--- src/rtl/modpwm_pkg.sv ---
package modpwm_pkg;

   typedef enum logic {
      POL_ACT_HIGH = 1'b0,
      POL_ACT_LOW  = 1'b1
   } pol_e;

   // Clamp a divider select code to the largest supported shift.
   function automatic int unsigned clamp_shift(input int unsigned code,
                                               input int unsigned lim);
      return (code > lim) ? lim : code;
   endfunction

endpackage

--- src/rtl/modpwm_prescale.sv ---
module modpwm_prescale #(
   parameter int SEL_W     = 3,
   parameter int MAX_SHIFT = 6
) (
   input  logic             clk_i,
   input  logic             rst_i,
   input  logic [SEL_W-1:0] sel_i,
   output logic             tick_o
);
   import modpwm_pkg::*;

   if (SEL_W < 1) begin : g_bad_sel
      $error("modpwm_prescale: SEL_W must be at least 1");
   end
   if (MAX_SHIFT < 0 || MAX_SHIFT >= (1 << SEL_W)) begin : g_bad_shift
      $error("modpwm_prescale: MAX_SHIFT must fit in the select code");
   end

   if (MAX_SHIFT == 0) begin : g_nodiv
      // Counter advances on every clock; the select has nothing to choose.
      logic unused_inputs;
      assign unused_inputs = ^{sel_i, clk_i, rst_i};
      assign tick_o = 1'b1;
   end else begin : g_div
      logic [MAX_SHIFT-1:0] div_q;
      logic [MAX_SHIFT-1:0] mask;
      int unsigned          shift;

      always_comb begin
         shift = clamp_shift(32'(sel_i), MAX_SHIFT);
         mask  = MAX_SHIFT'((32'd1 << shift) - 32'd1);
      end

      always_ff @(posedge clk_i) begin
         if (rst_i) div_q <= '0;
         else       div_q <= div_q + {{(MAX_SHIFT-1){1'b0}}, 1'b1};
      end

      assign tick_o = ((div_q & mask) == mask);


      tick_spacing_chk: assert property (@(posedge clk_i) disable iff (rst_i)
         (tick_o && sel_i != '0) |=> (!tick_o || sel_i == '0))
         else $error("prescaler ticked on consecutive clocks with a nonzero select");
   end

endmodule

--- src/rtl/modpwm_counter.sv ---
module modpwm_counter #(
   parameter int CNT_W = 16
) (
   input  logic             clk_i,
   input  logic             rst_i,
   input  logic             tick_i,
   input  logic [CNT_W-1:0] mod_i,
   input  logic [CNT_W-1:0] cmp_i,
   output logic             wrap_o,
   output logic [CNT_W-1:0] cnt_next_o,
   output logic [CNT_W-1:0] cmp_next_o,
   output logic [CNT_W-1:0] cmp_act_o,
   output logic             ovf_o
);
   localparam logic [CNT_W-1:0] ONE = CNT_W'(1);

   if (CNT_W < 2) begin : g_bad_w
      $error("modpwm_counter: CNT_W must be at least 2");
   end

   logic [CNT_W-1:0] cnt_q;
   logic [CNT_W-1:0] mod_q;
   logic [CNT_W-1:0] cmp_q;
   logic             ovf_q;

   assign wrap_o     = tick_i && (cnt_q == mod_q);
   assign cnt_next_o = wrap_o ? '0 : (tick_i ? cnt_q + ONE : cnt_q);
   assign cmp_next_o = wrap_o ? cmp_i : cmp_q;

   always_ff @(posedge clk_i) begin
      if (rst_i) begin
         cnt_q <= '0;
         mod_q <= '0;
         cmp_q <= '0;
         ovf_q <= 1'b0;
      end else begin
         cnt_q <= cnt_next_o;
         ovf_q <= wrap_o;
         if (wrap_o) begin
            mod_q <= mod_i;
            cmp_q <= cmp_i;
         end
      end
   end

   assign cmp_act_o = cmp_q;
   assign ovf_o     = ovf_q;


   reset_state_chk: assert property (@(posedge clk_i)
      rst_i |=> (!ovf_q && cnt_q == '0))
      else $error("counter state not cleared by reset");


   cnt_bound_chk: assert property (@(posedge clk_i) disable iff (rst_i)
      cnt_q <= mod_q)
      else $error("counter ran past the working limit");


   shadow_hold_chk: assert property (@(posedge clk_i) disable iff (rst_i)
      !ovf_q |-> ($stable(mod_q) && $stable(cmp_q)))
      else $error("working limit or compare changed away from a period boundary");

endmodule

--- src/rtl/modpwm_outstage.sv ---
module modpwm_outstage #(
   parameter int CNT_W = 16
) (
   input  logic             clk_i,
   input  logic             rst_i,
   input  logic             tick_i,
   input  logic             wrap_i,
   input  logic [CNT_W-1:0] cnt_next_i,
   input  logic [CNT_W-1:0] cmp_next_i,
   input  logic             pol_i,
   output logic             act_o,
   output logic             pwm_o
);
   import modpwm_pkg::*;

   logic act_q;
   pol_e pol;

   assign pol = pol_e'(pol_i);

   // A compare match wins over the wrap, so compare 0 yields a zero-width pulse.
   always_ff @(posedge clk_i) begin
      if (rst_i)
         act_q <= 1'b0;
      else if (tick_i) begin
         if (cnt_next_i == cmp_next_i) act_q <= 1'b0;
         else if (wrap_i)              act_q <= 1'b1;
      end
   end

   assign act_o = act_q;
   assign pwm_o = (pol == POL_ACT_LOW) ? ~act_q : act_q;

endmodule

--- src/rtl/modpwm_channel.sv ---
module modpwm_channel #(
   parameter int CNT_W     = 16,
   parameter int SEL_W     = 3,
   parameter int MAX_SHIFT = 6
) (
   input  logic             clk_i,
   input  logic             rst_i,
   input  logic [CNT_W-1:0] mod_i,
   input  logic [CNT_W-1:0] cmp_i,
   input  logic [SEL_W-1:0] psc_sel_i,
   input  logic             pol_i,
   output logic             pwm_o,
   output logic             ovf_o
);
   logic             tick;
   logic             wrap;
   logic [CNT_W-1:0] cnt_next;
   logic [CNT_W-1:0] cmp_next;
   logic [CNT_W-1:0] cmp_act;
   logic             act;

   modpwm_prescale #(
      .SEL_W    (SEL_W),
      .MAX_SHIFT(MAX_SHIFT)
   ) u_psc (
      .clk_i (clk_i),
      .rst_i (rst_i),
      .sel_i (psc_sel_i),
      .tick_o(tick)
   );

   modpwm_counter #(
      .CNT_W(CNT_W)
   ) u_cnt (
      .clk_i     (clk_i),
      .rst_i     (rst_i),
      .tick_i    (tick),
      .mod_i     (mod_i),
      .cmp_i     (cmp_i),
      .wrap_o    (wrap),
      .cnt_next_o(cnt_next),
      .cmp_next_o(cmp_next),
      .cmp_act_o (cmp_act),
      .ovf_o     (ovf_o)
   );

   modpwm_outstage #(
      .CNT_W(CNT_W)
   ) u_out (
      .clk_i     (clk_i),
      .rst_i     (rst_i),
      .tick_i    (tick),
      .wrap_i    (wrap),
      .cnt_next_i(cnt_next),
      .cmp_next_i(cmp_next),
      .pol_i     (pol_i),
      .act_o     (act),
      .pwm_o     (pwm_o)
   );


   period_start_chk: assert property (@(posedge clk_i) disable iff (rst_i)
      ovf_o |-> (act == (cmp_act != '0)))
      else $error("output not active at the start of a period with nonzero compare");


   reset_level_chk: assert property (@(posedge clk_i)
      rst_i |=> (pwm_o == pol_i))
      else $error("output not at inactive level after reset");

endmodule

--- config.mk ---
export PLATFORM = sky130hd
export DESIGN_NAME = modpwm_channel
export DESIGN_NICKNAME = d
export VERILOG_FILES = /design/src/rtl/modpwm_pkg.sv /design/src/rtl/modpwm_prescale.sv /design/src/rtl/modpwm_counter.sv /design/src/rtl/modpwm_outstage.sv /design/src/rtl/modpwm_channel.sv
export SDC_FILE = /design/constraint.sdc
export NUM_CORES = 1
export LEC_CHECK = 0
export BUFFER_PORTS_ARGS = -buffer_cell sky130_fd_sc_hd__buf_4
export CORE_MARGIN = 2
export CORE_UTILIZATION = 30
export DETAILED_ROUTE_END_ITERATION = 8
export SYNTH_ARGS = -nofsm -noshare
export SYNTH_HDL_FRONTEND = slang
export SYNTH_SLANG_ARGS = --single-unit
--- constraint.sdc ---
create_clock -name clk_i -period 3.15 [get_ports clk_i]
set_input_delay 0.315 -clock clk_i [delete_from_list [all_inputs] [get_ports clk_i]]
set_output_delay 0.315 -clock clk_i [all_outputs]
set_load 0.1 [all_outputs]
==> impl_metrics.csv <==
group,metric,value,unit
worst_hold_path,timing.hold.worst.class,"input pin to flip-flop",
worst_setup_path,timing.critical_path.cells,"ha_1 -> nand2_1 -> nor4_4 -> or3b_2 -> o311ai_0 -> nor4_1 -> o32ai_1",
status,run_status,"finished, final reports clean",
power,vdd_ir_drop_max,0.204,mV
worst_setup_path,cp-end-kind,"flip-flop",
cts,postCtsResizedCells,0,
synth,yosysSeqAreaShare,36.6,%
place,place_area,0.00342,mm^2
floorplanning,io_pins,40,
finish,layout.nets,432,
synth,yosys.area.top_type_share,36.6,%
power,internal_power,0.00103,W
timing,hold_slack,0.236,ns
cts,cts.sink_count,56,
grt,pin_count_of_the_biggest_net_entering_global_routing,43,
floorplanning,floorplan.die.width,105,um
timing,max_clock_freq,390,MHz
detailed_routing,postRouteWirelength,7170,um
grt,grt_use_met3,2.06,%
detailed_routing,drt_first_iter_violations,162,
place,gp_congestion,0.863,
worst_setup_path,cp_max_fo,10,
floorplanning,floorplan.die.height,105,um
worst_hold_path,hold_path.startpoint,"mod_i[10]",
timing,worst_slew_pin_slew,0.740,ns
power,power_switching_share,29.4,%
cts,hold_buffers,0,
worst_setup_path,critical_path.startpoint,"u_cnt.cnt_q[1]",
synth,synthXorXnorAreaFrac,15.5,%
worst_setup_path,worst-r2r-setup-slack,0.58,ns
detailed_routing,firstDrtPassIters,4,
timing,timing.final.hold_violations,0,
synth,synth-compound-area-share,12.4,%
timing,final-setup-viol-count,0,
cts,clkTransAtPathRegs,0.11,ns
worst_setup_path,path_class,"flip-flop to flip-flop",
synth,syn-mean-instance-area,8.33,um^2
power,total_switching_power,0.000430,W
cts,cts-htree-levels,2,
worst_setup_path,crit_arrival,2.75,ns
cts,cts_root_buf,"sky130_fd_sc_hd__clkbuf_8",
power,combinationalPowerShare,18.5,%
synth,ys_dominant_reg_cell,"sky130_fd_sc_hd__dfxtp_1",
timing,final.min_clock_period,2.57,ns
power,total_power,0.00146,W
cts,clk_path_buf_depth,2,
power,power.density_cell_area,416,mW/mm^2
cts,postCtsSetupRepairBufs,0,
detailed_routing,remaining_drc_errors,0,
synth,synth_enable_flop_cells,0,
flow_run,number_of_max_cap_violations,0,
finish,flow.area_growth_from_synthesis,14.7,%
synth,share_of_synthesized_area_spent_on_multiplexers,0.327,%
worst_setup_path,timing.critical_path.to,"u_out.act_o",
power,power_frac_clock,29.0,%
worst_setup_path,worstReg2RegStart,"u_cnt.cnt_q[1]",
worst_setup_path,ff2ff_path_depth,7,
synth,synth_area_leaders,"sky130_fd_sc_hd__dfxtp_1 37%, sky130_fd_sc_hd__xnor2_1 9.7%, sky130_fd_sc_hd__nand2_1 8.9%",
synth,synth.top_cells.by_count,"73 x sky130_fd_sc_hd__nand2_1, 56 x sky130_fd_sc_hd__dfxtp_1, 36 x sky130_fd_sc_hd__a21oi_1, 34 x sky130_fd_sc_hd__xnor2_1, 24 x sky130_fd_sc_hd__nor2_1",
detailed_routing,routed-via-count,2611,
power,seq_power_share,52.5,%
synth,yosysMostFrequentCell,"sky130_fd_sc_hd__nand2_1",
grt,grt_overflow_total,0,
timing,post-route-period-util,81.5,%
synth,synthesis.instances,368,
detailed_routing,avgViaCountPerCell,4.96,
grt,grt_pass1_wl,12000,um
grt,globalRoute.busiestLayer,"met2",
finish,fin_util,35.7,%
synth,syn_nets,408,
detailed_routing,wl_per_cell,13.6,um
worst_setup_path,timing.critical_path.slowest_stage_cell,"sky130_fd_sc_hd__dfxtp_1",
synth,synthDominantAreaCellType,"sky130_fd_sc_hd__dfxtp_1",
synth,post_synth_and_or_nand_nor_area_fraction,29.6,%
timing,totalNegativeSetupSlack,0,ns
power,power.leakage,1.17,nW
synth,ys_seq_elements,56,
place,placement.io_buffers,39,
synth,post_synth_instance_area,0.00307,mm^2
worst_setup_path,slowest_cell_delay_on_critical_path,0.50,ns
grt,global_route.usage.met2,21.7,%
timing,final.setup_skew,0.0159,ns
floorplanning,initial_utilization,31.1,%
cts,tritoncts.num_buffers,5,
finish,drive_above_1_share,16.3,%
synth,share_of_flip_flops_with_an_asynchronous_set_or_reset_after_synthesis,0,%
floorplanning,placementRows,36,
grt,number_of_global_route_vias_before_repair,2411,
grt,groute.usage.overall,13.3,%
synth,synth_adder_area_share,0.816,%
place,hpwlAfterDp,5400,um
floorplanning,coreArea,0.00986,mm^2
floorplanning,die-area,0.0110,mm^2
timing,rsz0062_at_grt,"false",
worst_setup_path,critical_path_required,3.33,ns
grt,antenna_found_initial,0,
cts,cts_tree,"built",
synth,combinational_family_with_the_most_area_after_synthesis,"simple AND/OR/NAND/NOR gates",
grt,gr-usage-met1,18.0,%
cts,clk_latency,0.32,ns
timing,relSlewSlack,50.6,%
finish,fin_area,0.00352,mm^2
timing,slew_viols_final,0,
finish,num_antenna_cells,0,
synth,synth.yosys.warnings,0,
detailed_routing,drtAntennaViolNets,0,
synth,synth_cell_type_count,54,
worst_setup_path,worstSetupStartpointType,"flip-flop",
worst_setup_path,crit-reg2reg-capture,"u_out.act_o",
==> power by group through the flow <==
stage | Sequential (W) | Combinational (W) | Clock (W)
finish | 0.000767 | 0.000271 | 0.000424
global route | 0.000772 | 0.000302 | 0.000461
CTS | 0.000767 | 0.000275 | 0.000433
detailed placement | 0.000783 | 0.000273 | 0
global placement | 0.000782 | 0.000269 | 0
floorplan | 0.000780 | 0.000193 | 0
==> worst max-delay path, delay by kind of cell (launching register included) <==
family | cells | cell delay, ns
simple gates | 4 | 1.22
compound gates | 2 | 0.30
flops | 1 | 0.50
fa+ha+maj | 1 | 0.43
==> cell type report <==
cell class / count / area [um^2]
Fill cell: 1055 / 6350
Multi-Input combinational cell: 280 / 1790
Sequential cell: 56 / 1120
Timing Repair Buffer: 42 / 315
Tap cell: 133 / 166
Clock buffer: 7 / 86.3
Inverter: 7 / 26.3
Clock inverter: 1 / 7.51
==> state kept, by name (all words and copies together), names as in the netlist <==
name,cells
u_cnt.cmp_act_o,16
u_cnt.cnt_q,16
u_cnt.mod_q,16
u_psc.g_div.div_q,6
u_cnt.ovf_o,1
u_out.act_o,1
==> how the worst min path moves through the flow <==
stage,end,slack [ns],depth (start not counted)
after global placement,u_cnt.cmp_act_o[11],0.45,2
after CTS,u_cnt.mod_q[14],0.24,3
after global routing,u_cnt.mod_q[11],0.23,3
after floorplan,u_cnt.cmp_act_o[11],0.44,2
after detailed placement,u_cnt.cmp_act_o[11],0.46,2
final,u_cnt.mod_q[10],0.24,3
==> metal layers <==
layer / routed length, um / share of wire [%]
met1: 3400 / 47
met2: 3360 / 47
met3: 317 / 4.4
met4: 91 / 1.3
met5: 0 / 0
==> cells by family (layout without fill, tap and decap cells) <==
family | Yosys count | in the layout
and+or+nand+nor | 169 | 169
AOI/OAI and AO/OA | 61 | 61
DFF | 56 | 56
xor gates and xnor gates | 47 | 47
buffers and inverters | 32 | 57
adders and majority gates | 2 | 2
muxes | 1 | 1
==> cell usage in the layout, fill, tap and decap left out, drive strengths merged, types with 5 or more instances in the layout <==
master	instances
nand4	10
nand3	11
xnor2	35
nor2	25
dfxtp	56
buf	42
nor3	7
nand2	74
a21oi	36
and4	5
xor2	8
nand2b	5
clkbuf	7
nor4	11
inv	7
nor2b	5
==> per-stage QoR <==
stage	cells	worst slack [ns]
final	526	0.584
after global routing	526	0.382
after CTS	526	0.592
after detailed placement	518	0.504
after global placement	518	0.530
after floorplan	368	0.842
Note: power is estimated with default switching activity, not from simulation.
